<file path="src/rtl/rah_pkg.sv">
package rah_pkg;

    typedef enum logic [1:0] {
        RAH_NORMAL = 2'd0,
        RAH_ENTER  = 2'd1,
        RAH_RUN    = 2'd2,
        RAH_EXIT   = 2'd3
    } rah_state_e;

endpackage

</file>
<file path="src/rtl/rah_seq.sv">
module rah_seq
    import rah_pkg::*;
#(
    parameter int ID_W  = 4,
    parameter int REG_W = 5
) (
    input  logic             clk,
    input  logic             rst_n,
    input  logic             head_miss_valid,
    input  logic [ID_W-1:0]  head_miss_id,
    input  logic [REG_W-1:0] head_miss_dst,
    input  logic             head_retire,
    input  logic             fill_valid,
    input  logic [ID_W-1:0]  fill_id,
    output rah_state_e       state_o,
    output logic [REG_W-1:0] seed_reg_o
);

    typedef struct packed {
        rah_state_e       state;
        logic             armed;
        logic [ID_W-1:0]  miss_id;
        logic [REG_W-1:0] seed;
    } seq_t;

    seq_t cur_q, cur_d;
    logic fill_hit;

    always_comb begin
        cur_d    = cur_q;
        fill_hit = fill_valid && (fill_id == cur_q.miss_id);
        unique case (cur_q.state)
            RAH_NORMAL: begin
                if (head_retire) begin
                    cur_d.armed = 1'b1;
                end
                if (head_miss_valid && cur_q.armed) begin
                    cur_d.state   = RAH_ENTER;
                    cur_d.miss_id = head_miss_id;
                    cur_d.seed    = head_miss_dst;
                end
            end
            RAH_ENTER: begin
                cur_d.state = fill_hit ? RAH_EXIT : RAH_RUN;
            end
            RAH_RUN: begin
                if (fill_hit) begin
                    cur_d.state = RAH_EXIT;
                end
            end
            RAH_EXIT: begin
                cur_d.state = RAH_NORMAL;
                cur_d.armed = 1'b0;
            end
            default: cur_d.state = RAH_NORMAL;
        endcase
    end

    always_ff @(posedge clk or negedge rst_n) begin
        if (!rst_n) begin
            cur_q.state   <= RAH_NORMAL;
            cur_q.armed   <= 1'b1;
            cur_q.miss_id <= '0;
            cur_q.seed    <= '0;
        end else begin
            cur_q <= cur_d;
        end
    end

    assign state_o    = cur_q.state;
    assign seed_reg_o = cur_q.seed;

endmodule

</file>
<file path="src/rtl/rah_poison.sv">
module rah_poison
    import rah_pkg::*;
#(
    parameter int NUM_REGS = 32,
    parameter int REG_W    = 5
) (
    input  logic                clk,
    input  logic                rst_n,
    input  rah_state_e          state_i,
    input  logic [REG_W-1:0]    seed_reg_i,
    input  logic                wb_valid,
    input  logic [REG_W-1:0]    wb_src_a,
    input  logic                wb_src_a_used,
    input  logic [REG_W-1:0]    wb_src_b,
    input  logic                wb_src_b_used,
    input  logic [REG_W-1:0]    wb_dst,
    input  logic                wb_dst_valid,
    output logic [NUM_REGS-1:0] vec_o,
    output logic                src_poison_o,
    output logic                addr_poison_o
);

    typedef struct packed {
        logic [NUM_REGS-1:0] vec;
    } pv_t;

    pv_t pv_q, pv_d;
    logic [NUM_REGS-1:0] run_next;
    logic                a_bad;
    logic                b_bad;

    always_comb begin
        a_bad         = pv_q.vec[wb_src_a];
        b_bad         = pv_q.vec[wb_src_b];
        src_poison_o  = (wb_src_a_used && a_bad) || (wb_src_b_used && b_bad);
        addr_poison_o = a_bad;
    end

    for (genvar i = 0; i < NUM_REGS; i++) begin : g_bit
        always_comb begin
            if (wb_valid && wb_dst_valid && (wb_dst == REG_W'(i))) begin
                run_next[i] = src_poison_o;
            end else begin
                run_next[i] = pv_q.vec[i];
            end
        end
    end

    always_comb begin
        pv_d = pv_q;
        unique case (state_i)
            RAH_ENTER: begin
                pv_d.vec             = '0;
                pv_d.vec[seed_reg_i] = 1'b1;
            end
            RAH_RUN:  pv_d.vec = run_next;
            default:  pv_d.vec = '0;
        endcase
    end

    always_ff @(posedge clk or negedge rst_n) begin
        if (!rst_n) begin
            pv_q.vec <= '0;
        end else begin
            pv_q <= pv_d;
        end
    end

    assign vec_o = pv_q.vec;

endmodule

</file>
<file path="src/rtl/rah_out.sv">
module rah_out
    import rah_pkg::*;
(
    input  rah_state_e state_i,
    input  logic       wb_valid,
    input  logic       wb_is_load,
    input  logic       src_poison_i,
    input  logic       addr_poison_i,
    output logic       ckpt_save,
    output logic       ckpt_restore,
    output logic       pipe_flush,
    output logic       in_runahead,
    output logic       pf_req,
    output logic       wb_drop
);

    logic running;

    always_comb begin
        running      = (state_i == RAH_RUN);
        ckpt_save    = (state_i == RAH_ENTER);
        ckpt_restore = (state_i == RAH_EXIT);
        pipe_flush   = (state_i == RAH_EXIT);
        in_runahead  = (state_i != RAH_NORMAL);
        wb_drop      = running && wb_valid && src_poison_i;
        pf_req       = running && wb_valid && wb_is_load && !addr_poison_i;
    end

endmodule

</file>
<file path="src/rtl/rah_ctrl.sv">
module rah_ctrl
    import rah_pkg::*;
#(
    parameter int NUM_REGS = 32,
    parameter int ID_W     = 4,
    localparam int REG_W   = $clog2(NUM_REGS)
) (
    input  logic                clk,
    input  logic                rst_n,
    input  logic                head_miss_valid,
    input  logic [ID_W-1:0]     head_miss_id,
    input  logic [REG_W-1:0]    head_miss_dst,
    input  logic                head_retire,
    input  logic                fill_valid,
    input  logic [ID_W-1:0]     fill_id,
    input  logic                wb_valid,
    input  logic                wb_is_load,
    input  logic [REG_W-1:0]    wb_src_a,
    input  logic                wb_src_a_used,
    input  logic [REG_W-1:0]    wb_src_b,
    input  logic                wb_src_b_used,
    input  logic [REG_W-1:0]    wb_dst,
    input  logic                wb_dst_valid,
    output logic                ckpt_save,
    output logic                ckpt_restore,
    output logic                pipe_flush,
    output logic                in_runahead,
    output logic                pf_req,
    output logic                wb_drop,
    output logic [NUM_REGS-1:0] poison_vec
);

    rah_state_e       state;
    logic [REG_W-1:0] seed_reg;
    logic             src_poison;
    logic             addr_poison;

    rah_seq #(.ID_W(ID_W), .REG_W(REG_W)) u_seq (
        .clk             (clk),
        .rst_n           (rst_n),
        .head_miss_valid (head_miss_valid),
        .head_miss_id    (head_miss_id),
        .head_miss_dst   (head_miss_dst),
        .head_retire     (head_retire),
        .fill_valid      (fill_valid),
        .fill_id         (fill_id),
        .state_o         (state),
        .seed_reg_o      (seed_reg)
    );

    rah_poison #(.NUM_REGS(NUM_REGS), .REG_W(REG_W)) u_poison (
        .clk           (clk),
        .rst_n         (rst_n),
        .state_i       (state),
        .seed_reg_i    (seed_reg),
        .wb_valid      (wb_valid),
        .wb_src_a      (wb_src_a),
        .wb_src_a_used (wb_src_a_used),
        .wb_src_b      (wb_src_b),
        .wb_src_b_used (wb_src_b_used),
        .wb_dst        (wb_dst),
        .wb_dst_valid  (wb_dst_valid),
        .vec_o         (poison_vec),
        .src_poison_o  (src_poison),
        .addr_poison_o (addr_poison)
    );

    rah_out u_out (
        .state_i       (state),
        .wb_valid      (wb_valid),
        .wb_is_load    (wb_is_load),
        .src_poison_i  (src_poison),
        .addr_poison_i (addr_poison),
        .ckpt_save     (ckpt_save),
        .ckpt_restore  (ckpt_restore),
        .pipe_flush    (pipe_flush),
        .in_runahead   (in_runahead),
        .pf_req        (pf_req),
        .wb_drop       (wb_drop)
    );

endmodule

</file>
<file path="config.mk">
export PLATFORM = sky130hd
export DESIGN_NAME = rah_ctrl
export DESIGN_NICKNAME = d
export VERILOG_FILES = /design/src/rtl/rah_pkg.sv /design/src/rtl/rah_seq.sv /design/src/rtl/rah_poison.sv /design/src/rtl/rah_out.sv /design/src/rtl/rah_ctrl.sv
export SDC_FILE = /design/constraint.sdc
export NUM_CORES = 1
export LEC_CHECK = 0
export BUFFER_PORTS_ARGS = -buffer_cell sky130_fd_sc_hd__buf_2
export CELL_PAD_IN_SITES_DETAIL_PLACEMENT = 2
export CELL_PAD_IN_SITES_GLOBAL_PLACEMENT = 2
export CORE_MARGIN = 10
export CORE_UTILIZATION = 29
export CTS_CLUSTER_SIZE = 30
export DETAILED_ROUTE_END_ITERATION = 10
export GPL_TIMING_DRIVEN = 0
export PLACE_DENSITY_LB_ADDON = 0.08
export SETUP_SLACK_MARGIN = 0.05
export SYNTH_ARGS = -nofsm -noshare
export SYNTH_HDL_FRONTEND = slang
export SYNTH_HIERARCHICAL = 1
export SYNTH_SLANG_ARGS = --single-unit
export TNS_END_PERCENT = 10
</file>
<file path="constraint.sdc">
create_clock -name clk -period 2.3 [get_ports clk]
set_clock_uncertainty 0.15 [all_clocks]
set_input_delay 0.46 -clock clk [delete_from_list [all_inputs] [get_ports clk]]
set_output_delay 0.46 -clock clk [all_outputs]
set_load 0.1 [all_outputs]
</file>
==> key figures, run 1 <==
Global route
  – First-pass GRT wire length: 21.0 mm
  – Initial antenna violation count: 0
  – Met1 Resource Use GR: 20.2%
  – Met3 track demand over resource: 3.00%
  – Busiest layer in global routing: met2
  – Pin count of the biggest net entering global routing: 45
  – Met2 Use GR: 29.0%
  – Vias in the first global route: 3713
  – GRT overflow: 0
  – Overall routing resource usage: 16.5%

STA
  – Slew margin rel.: 28.5%
  – Highest clock rate: 0.352 GHz
  – Setup WS post-layout: -0.541 ns
  – Fin. max-slew vios: 0
  – Total negative slack: -5.10 ns
  – Final setup fails: 34
  – Period utilization: 124%
  – Final-report hold violation count: 0
  – Unrepaired setup endpoints after global routing: yes
  – Tmin final: 2.84 ns
  – Slew @ Worst Pin: 1.07 ns

Critical path
  – Kind of end point of the critical path: output port
  – Worst endpoint data arrival time: 2.23 ns
  – Worst-path maximum fanout: 4
  – Bufs and invs on worst path: 2
  – Critical path's slowest cell: mux4_2
  – Worst R2R Start: u_poison/vec_o[8]$_DFFE_PN0P_
  – Worst Path Required: 1.69 ns
  – Delay of the slowest critical-path stage: 0.49 ns
  – Delay-heaviest family, CP: multiplexers
  – Crit path launch type: register
  – Setup crit start: u_poison/vec_o[8]$_DFFE_PN0P_
  – Crit path kind: register to output port
  – Worst path cell trace: mux2i_1 > mux4_2 > and3b_1 > a21oi_2 > nand4_1 > o21ai_1 > inv_1 > nor2_4 > buf_12

Final layout
  – Fin util: 39.1%
  – Non-filler instance count after layout: 608
  – Share of layout cells above drive strength 1: 38.5%
  – Ant. Diodes: 0
  – Area growth syn-to-layout: 31.8%
  – Nets: 512

Logic synthesis
  – Yosys Warn Count: 6
  – Avg Cell Area, Syn: 8.48 sq um
  – Post-synth EDFFs: 0
  – Ranking of synthesized cells by area: dfrtp_1, o21ai_0, nand2_1
  – Top cells by count, synth: nand2_1, o21ai_0, dfrtp_1
  – Distinct cells, synth: 43
  – Synthesis-stage register bit count: 44
  – Most frequent cell after synthesis: nand2_1
  – Share of the yosys chip area belonging to registers: 34.3%
  – Mapped Nets: 424
  – Ys flop type: dfrtp_1
  – Mapped cell area: 3210 sq um
  – Top cell type's share of synthesized area: 33.5%
  – Yosys top cell by area: dfrtp_1
  – Async SR Flop Fraction: 100%
  – Syn Inst Count: 379

Routing
  – Iter 0 DRT Violations: 142
  – Via count: 3259
  – DRT Wirelength: 13.1 mm
  – Drt drc: 0
  – Wire length per cell: 21.5 microns
  – Antenna-violating nets left: 0
  – First-pass DRT Iterations: 4
  – Vias per inst: 5.36

Clock network
  – CTS max path bufs: 2
  – CTS Hold Buffers Added: 0
  – Worst-path clk slew: 0.09 ns
  – Htree depth: 2
  – Clock sinks: 44
  – Worst-Skew Late Latency: 0.31 ns
  – TritonCTS Buffers: 5
  – CTS tree: done
  – Clock Tree Root: clkbuf_8

Power and ir drop
  – Pwr dens: 1550 nW/um^2
  – Pleak: 1.84 nW
  – Sw frac: 58.6%
  – P_sw: 3.84 mW
  – VDD IR max: 0.635 mV
  – Part of the power in registers: 21.3%
  – Internal Power: 2.71 mW
  – Combinational power share: 70.6%
  – Clock share of power: 8.1%

Job
  – Max Cap Viol: 0

Die
  – DIE AREA: 15700 sq um
  – Initial Util: 29.6%
  – Die width: 125 microns
  – Io pins: 76
  – Core area: 10800 sq um
  – Std cell rows: 38
  – Die Height: 125 microns

Placed design
  – Placed Cells: 592
  – Final Wtd Congestion: 0.805
  – PortBufs: 73
  – Final HPWL DP: 10.1 mm
  – DP Worst Slack: -0.694 ns

Outcome
  – Failing checks: setup timing
  – Status: complete, but fails checks

Hold path
  – HP Class: input port to async pin
-- power groups by stage --
stage,Clock (mW),Sequential (mW),Combinational [mW]
6_report,0.530,1.40,4.62
3_3_place_gp,0,1.41,4.10
3_5_place_dp,0,1.43,4.27
2_1_floorplan,0,2.36,2.27
4_1_cts,0.555,1.40,4.50
5_1_grt,0.589,1.44,5.02
-- cell type report --
type	instances	area, sq um
Fill cell	1239	6610
Multi-Input combinational cell	301	2100
Sequential cell	44	1160
Timing Repair Buffer	81	480
Buffer	24	188
Tap cell	140	175
Clock buffer	8	90.1
Inverter	10	37.5
-- layout by cell type, fill, tap and decap left out, drive strengths merged, types with 7 or more instances in the layout --
| cell type | Yosys | final |
|---|---|---|
| buf | 18 | 98 |
| ha | 7 | 7 |
| clkbuf | 6 | 15 |
| nor2 | 9 | 9 |
| dfrtp | 43 | 43 |
| inv | 10 | 10 |
| mux2i | 29 | 29 |
| nand2 | 84 | 84 |
| mux2 | 10 | 10 |
| o21ai | 67 | 67 |
| a31oi | 33 | 33 |
-- worst paths after layout --
path	end	slack [ns]	cells after the start
min reg2reg	u_seq/seed_reg_o[4]$_DFFE_PN0P_	0.36	1
min in group clk	u_seq/cur_q[6]$_DFFE_PN0P_	0.23	2
max	wb_drop	-0.54	9
max reg2reg	u_poison/vec_o[23]$_DFFE_PN0P_	-0.17	9
max in group asynchronous	u_poison/vec_o[15]$_DFFE_PN0P_	1.02	1
min	u_poison/vec_o[14]$_DFFE_PN0P_	0.19	1
-- timing repair --
item                       in CTS  in global routing
resized for setup              21                 19
setup endpoints to repair      34                 35
gates cloned                    1                  0
pin swaps                       7                  3
buffers inserted               10                  1
-- layer usage --
metal	up-vias	routed length, microns
met1	1644	5880
met5	-	0
met4	0	189
met2	65	6640
li1	1536	-
met3	14	387
-- registers in the layout, indices dropped and copies added, names as in the netlist --
| name | count |
|---|---|
| u_seq/cur_q | 5 |
| u_poison/vec_o | 32 |
| u_seq/seed_reg_o | 5 |
| u_seq/state_o | 2 |
-- cell families (layout without fill, tap and decap cells) --
logic type / after synthesis / after routing / synth area share (%)
and+or+nand+nor: 130 / 130 / 19.2
AOI/OAI and AO/OA: 116 / 116 / 20.4
muxes: 44 / 44 / 16.2
DFF: 44 / 44 / 34.3
buffers and inverters: 34 / 123 / 6.04
adders and majority gates: 7 / 7 / 2.73
xor gates and xnor gates: 4 / 4 / 1.09
-- metrics by stage --
step / hold WS [ns] / cell area [sq um] / total power, mW
global route: 0.213 / 4230 / 7.05
CTS: 0.221 / 4160 / 6.46
detailed placement: 0.345 / 3860 / 5.70
floorplan: 0.0144 / 3320 / 4.63
global placement: 0.339 / 3860 / 5.51
finish: 0.193 / 4230 / 6.55
No activity file was read; power rests on OpenSTA's default activity.
==> run 2, diff against run 1 <==
--- a/config.mk
+++ b/config.mk
@@ -8,15 +8,17 @@
 export BUFFER_PORTS_ARGS = -buffer_cell sky130_fd_sc_hd__buf_2
 export CELL_PAD_IN_SITES_DETAIL_PLACEMENT = 2
 export CELL_PAD_IN_SITES_GLOBAL_PLACEMENT = 2
+export CORE_ASPECT_RATIO = 0.75
 export CORE_MARGIN = 10
 export CORE_UTILIZATION = 29
 export CTS_CLUSTER_SIZE = 30
 export DETAILED_ROUTE_END_ITERATION = 10
 export GPL_TIMING_DRIVEN = 0
 export PLACE_DENSITY_LB_ADDON = 0.08
+export REMOVE_ABC_BUFFERS = 1
 export SETUP_SLACK_MARGIN = 0.05
 export SYNTH_ARGS = -nofsm -noshare
 export SYNTH_HDL_FRONTEND = slang
 export SYNTH_HIERARCHICAL = 1
 export SYNTH_SLANG_ARGS = --single-unit
-export TNS_END_PERCENT = 10
+export TNS_END_PERCENT = 30
==> key figures, run 2 (same netlist as run 1, synthesis figures left out) <==
Die
  – DIE AREA: 15700 sq um
  – Initial Util: 29.6%
  – Die width: 142 microns
  – Io pins: 76
  – Die Height: 111 microns
  – Std cell rows: 33
  – Core area: 10900 sq um

Global route
  – GRT overflow: 0
  – Pin count of the biggest net entering global routing: 45
  – First-pass GRT wire length: 21.2 mm
  – Overall routing resource usage: 17.0%
  – Vias in the first global route: 3525
  – Initial antenna violation count: 0

Final layout
  – Fin util: 35.7%
  – Commonest non-fill, non-tap cell in the layout: nand2_1
  – Fillers: 1257
  – Most frequent cells in the layout: nand2_1, buf_2, o21ai_0
  – Nets: 489
  – Ant. Diodes: 0
  – Area growth syn-to-layout: 20.6%
  – Largest register FFs: 32
  – Share of layout cells above drive strength 1: 27.2%

STA
  – Unrepaired setup endpoints after global routing: yes
  – Tmin final: 2.78 ns
  – Fin. max-slew vios: 0
  – Setup WS post-layout: -0.479 ns
  – Final setup fails: 34
  – Highest clock rate: 0.360 GHz
  – Period utilization: 121%
  – Final-report hold violation count: 0
  – Slew margin rel.: 26.1%
  – Slew @ Worst Pin: 1.11 ns

Critical path
  – Worst Path Required: 1.69 ns
  – Worst path cell trace: mux2i_1 > mux4_2 > and3b_1 > a21oi_2 > nand4_1 > o21ai_1 > inv_1 > nor2_2 > buf_12
  – Worst-path maximum fanout: 3
  – Crit path kind: register to output port
  – Kind of end point of the critical path: output port
  – Crit path launch type: register
  – Delay of the slowest critical-path stage: 0.48 ns
  – Worst endpoint data arrival time: 2.17 ns
  – Critical path's slowest cell: mux4_2

Outcome
  – Failing checks: setup timing
  – Status: complete, but fails checks

Clock network
  – Worst-path clk slew: 0.07 ns
  – CTS Hold Buffers Added: 0
  – Clock Tree Root: clkbuf_16
  – CTS max path bufs: 2
  – CTS tree: done
  – TritonCTS Buffers: 5
  – Htree depth: 2
  – Clock sinks: 44
  – Worst-Skew Late Latency: 0.30 ns

Routing
  – Vias per inst: 5.43
  – Antenna-violating nets left: 0
  – Wire length per cell: 22.9 microns
  – Drt drc: 0
  – DRT Wirelength: 13.4 mm
  – First-pass DRT Iterations: 4
  – Iter 0 DRT Violations: 259
  – Via count: 3178

Power and ir drop
  – Pleak: 1.79 nW
  – VDD IR max: 0.529 mV
  – Pwr dens: 1620 nW/um^2
  – Final Total Pwr: 6.28 mW

Placed design
  – PortBufs: 75
  – Final HPWL DP: 9.79 mm
  – Final Wtd Congestion: 0.829

Hold path
  – HP Class: input port to async pin

Job
  – Max Cap Viol: 0
run 2: cell count changes in the layout (fill, tap and decap cells not counted), moves of 3 or more:
cell	delta
clkbuf_8	-5
dfrtp_2	-22
clkbuf_1	-5
dfrtp_1	+30
clkbuf_16	+5
a31oi_1	+12
buf_4	-11
a31oi_2	-6
dfrtp_4	-8
buf_1	-3
a31oi_4	-6
run 2: cell type report:
| class | count | area [sq um] | share of cell area (%) |
|---|---|---|---|
| Inverter | 10 | 37.5 | 0.969 |
| Sequential cell | 44 | 1100 | 28.5 |
| Timing Repair Buffer | 82 | 465 | 12.0 |
| Clock inverter | 1 | 7.51 | 0.194 |
| Clock buffer | 7 | 143 | 3.68 |
| Tap cell | 140 | 175 | 4.52 |
| Multi-Input combinational cell | 301 | 1940 | 50.1 |
run 2: stage by stage:
stage | TNS, ns | instances | hold WS, ns | area (sq um) | worst slack, ns
floorplan | -15.68 | 355 | 0.0144 | 3060 | -1.63
global placement | -25.74 | 570 | 0.360 | 3610 | -0.888
detailed placement | -26.41 | 570 | 0.366 | 3610 | -0.951
CTS | -5.55 | 583 | 0.237 | 3860 | -0.477
global route | -12.97 | 585 | 0.246 | 3870 | -0.604
finish | -6.47 | 585 | 0.214 | 3870 | -0.479
run 2: layer usage:
metal	up-vias	track usage (%)	share of wire, %	wire length, microns
li1	1490	-	-	-
met3	5	3.51	5.2	691
met1	1620	23.8	49	6550
met4	0	2.52	0.45	61
met2	63	26.6	45	6100
met5	-	0	0	0
run 2: power breakdown:
part / leakage, nW / switching, mW / total [mW] / internal, mW
combinational: 1.16 / 2.95 / 4.05 / 1.10
clock: 0.0701 / 0.338 / 0.773 / 0.434
sequential: 0.567 / 0.396 / 1.46 / 1.06
total: 1.79 / 3.69 / 6.28 / 2.59
run 2: repair_timing:
item,in CTS,in global routing
endpoints found under the setup margin,34,34
buffers inserted,5,2
pin swaps,5,0
endpoints found under the hold margin,0,0
gates resized for setup,19,0
run 2: critical path: cells and delay by family, from the launching register on:
kind                   cells  cell delay (ns)
multiplexers               2             0.58
AND/OR/NAND/NOR            3             0.44
flip-flops                 1             0.41
AO/OA/AOI/OAI              2             0.20
buffers and inverters      2             0.25
run 2: final timing paths:
check,start,depth (start not counted),to,slack (ns)
worst max-delay path,u_poison/vec_o[15]$_DFFE_PN0P_,9,wb_drop,-0.48
worst min-delay path,rst_n,1,u_poison/vec_o[24]$_DFFE_PN0P_,0.21
worst max register to register,u_poison/vec_o[14]$_DFFE_PN0P_,8,u_poison/vec_o[30]$_DFFE_PN0P_,-0.20
worst min register to register,u_seq/cur_q[9]$_DFFE_PN1P_,2,u_seq/cur_q[9]$_DFFE_PN1P_,0.37
max in group asynchronous,rst_n,1,u_poison/vec_o[13]$_DFFE_PN0P_,1.02
min in group clk,head_miss_dst[3],2,u_seq/seed_reg_o[3]$_DFFE_PN0P_,0.24
==> run 3, diff against run 2 <==
--- a/config.mk
+++ b/config.mk
@@ -5,12 +5,13 @@
 export SDC_FILE = /design/constraint.sdc
 export NUM_CORES = 1
 export LEC_CHECK = 0
+export ABC_AREA = 1
 export BUFFER_PORTS_ARGS = -buffer_cell sky130_fd_sc_hd__buf_2
 export CELL_PAD_IN_SITES_DETAIL_PLACEMENT = 2
 export CELL_PAD_IN_SITES_GLOBAL_PLACEMENT = 2
 export CORE_ASPECT_RATIO = 0.75
 export CORE_MARGIN = 10
-export CORE_UTILIZATION = 29
+export CORE_UTILIZATION = 27
 export CTS_CLUSTER_SIZE = 30
 export DETAILED_ROUTE_END_ITERATION = 10
 export GPL_TIMING_DRIVEN = 0
==> key figures, run 3 <==
Outcome
  – Status: complete, but fails checks
  – Failing checks: setup timing

Global route
  – Busiest layer in global routing: met2
  – Initial antenna violation count: 0
  – Met1 Resource Use GR: 21.6%
  – Vias in the first global route: 4229
  – First-pass GRT wire length: 24.0 mm
  – Met3 track demand over resource: 2.94%
  – Met2 Use GR: 25.5%
  – GRT overflow: 0
  – Overall routing resource usage: 15.9%
  – Pin count of the biggest net entering global routing: 45

Logic synthesis
  – Syn Inst Count: 565
  – Yosys Warn Count: 6
  – Synthesis-stage register bit count: 44
  – Distinct cells, synth: 30
  – Ys flop type: dfrtp_1
  – Post-synth EDFFs: 0
  – Async SR Flop Fraction: 100%
  – Most frequent cell after synthesis: nand2_1
  – Top cell type's share of synthesized area: 29.5%
  – Ranking of synthesized cells by area: dfrtp_1, nand2_1, nand3_1
  – Share of the yosys chip area belonging to registers: 30.2%
  – Top cells by count, synth: nand2_1, nor2_1, nand3_1
  – Avg Cell Area, Syn: 6.47 sq um
  – Mapped cell area: 3650 sq um
  – Yosys top cell by area: dfrtp_1

STA
  – Final Hold Slack: 0.223 ns
  – Setup WS post-layout: -0.122 ns
  – Tmin final: 2.42 ns
  – Period utilization: 105%
  – Fin. max-slew vios: 0
  – Final setup fails: 2
  – Final-report hold violation count: 0
  – Highest clock rate: 0.413 GHz
  – Unrepaired setup endpoints after global routing: yes
  – Slew margin rel.: 27.7%
  – Slew @ Worst Pin: 1.08 ns
  – Total negative slack: -0.235 ns

Clock network
  – CTS Hold Buffers Added: 0
  – Htree depth: 2
  – CTS max path bufs: 2
  – Clock sinks: 44
  – TritonCTS Buffers: 5
  – Worst-path clk slew: 0.06 ns
  – CTS tree: done
  – Clock Tree Root: clkbuf_16
  – Worst-Skew Late Latency: 0.29 ns

Critical path
  – RR Endpoint: u_poison/vec_o[7]$_DFFE_PN0P_
  – Worst endpoint data arrival time: 1.81 ns
  – Worst Path Required: 1.69 ns
  – Worst-path maximum fanout: 5
  – Cell depth of the worst flop-to-flop path: 7
  – Worst R2R Start: u_seq/state_o[0]$_DFFE_PN0P_
  – Setup crit start: wb_src_a[2]
  – Critical path endpoint: wb_drop
  – Crit path launch type: input port
  – Kind of end point of the critical path: output port
  – Flop2flop setup slack: 0.21 ns
  – Crit path kind: input port to output port

Die
  – Die width: 154 microns
  – Io pins: 76
  – Initial Util: 27.9%
  – Die Height: 121 microns
  – Std cell rows: 36
  – DIE AREA: 18600 sq um
  – Core area: 13100 sq um

Power and ir drop
  – VDD IR max: 0.871 mV
  – Pleak: 2.46 nW
  – Final Total Pwr: 6.06 mW
  – Pwr dens: 1350 nW/um^2

Final layout
  – Commonest non-fill, non-tap cell in the layout: nand2_1
  – Fin util: 34.1%
  – Fillers: 1610
  – Non-filler instance count after layout: 814
  – Largest register FFs: 32
  – Share of layout cells above drive strength 1: 30.5%
  – Fin area: 4470 sq um
  – Seq. cell area: 1120 sq um
  – Area growth syn-to-layout: 22.4%
  – Most frequent cells in the layout: nand2_1, buf_2, nor2_1
  – Nets: 688
  – Multi-input logic area: 2260 sq um
  – Ant. Diodes: 0

Placed design
  – Placed Cells: 783
  – Final HPWL DP: 11.5 mm
  – PortBufs: 75
  – Final Wtd Congestion: 0.783
  – Dpl cell area: 4000 sq um
  – DP Worst Slack: -0.611 ns

Routing
  – Drt drc: 0
  – Iter 0 DRT Violations: 157
  – Antenna-violating nets left: 0
  – Vias per inst: 4.82
  – DRT Wirelength: 15.4 mm
  – Wire length per cell: 18.9 microns
  – First-pass DRT Iterations: 4
  – Via count: 3925

Job
  – Max Cap Viol: 0

Hold path
  – HP Class: input port to async pin
[run 3: area by class of cell]
class                           instances  share of cell area, %
Clock buffer                            6                   2.88
Clock inverter                          1                  0.112
Inverter                               35                   3.47
Multi-Input combinational cell        458                   50.4
Sequential cell                        44                   25.0
Tap cell                              171                   4.78
Timing Repair Buffer                   97                   13.0
Timing Repair inverter                  2                  0.308
[run 3: timing repair]
action,CTS,global route
setup endpoints to repair,34,34
cloned,1,1
endpoints found under the hold margin,0,0
pin swaps,16,13
gates resized for setup,29,24
buffers inserted,11,9
[run 3: routing by layer]
layer  share of wire [%]  vias up
li1                    -     1915
met1                  48     1928
met2                  46       71
met3                 5.4       11
met4                 1.4        0
met5                   0        -
[run 3: power breakdown]
group	switching, mW	leakage [nW]	internal (mW)
combinational	2.98	1.83	0.984
clock	0.305	0.0667	0.396
sequential	0.351	0.563	1.04
[run 3: critical path: stages]
cell,delay (ns)
buf_2,0.16
inv_1,0.22
nand3_1,0.13
nand2_2,0.10
nand2_2,0.06
nand3_2,0.08
nand3_2,0.11
nand2_4,0.09
inv_1,0.04
nor2_1,0.11
buf_6,0.24
[run 3: kinds of logic after synthesis]
| group | count (synthesis) | share of synthesized area, % |
|---|---|---|
| simple gates | 406 | 48.5 |
| buf+inv | 63 | 10.8 |
| flops | 44 | 30.2 |
| compound gates | 37 | 5.14 |
| mux | 7 | 2.77 |
| fa+ha+maj | 7 | 2.40 |
| xor+xnor | 1 | 0.240 |
[run 3: worst min-delay path by stage]
stage	end	startpoint	slack, ns	cells after the start
after floorplan	u_poison/vec_o[0]$_DFFE_PN0P_	rst_n	0.01	0
after global placement	u_seq/cur_q[7]$_DFFE_PN0P_	u_seq/cur_q[7]$_DFFE_PN0P_	0.36	1
after detailed placement	u_poison/vec_o[20]$_DFFE_PN0P_	u_poison/vec_o[20]$_DFFE_PN0P_	0.38	2
after CTS	u_seq/seed_reg_o[2]$_DFFE_PN0P_	head_miss_dst[2]	0.25	2
after global routing	u_seq/seed_reg_o[2]$_DFFE_PN0P_	head_miss_dst[2]	0.25	2
final	u_poison/vec_o[15]$_DFFE_PN0P_	rst_n	0.22	1
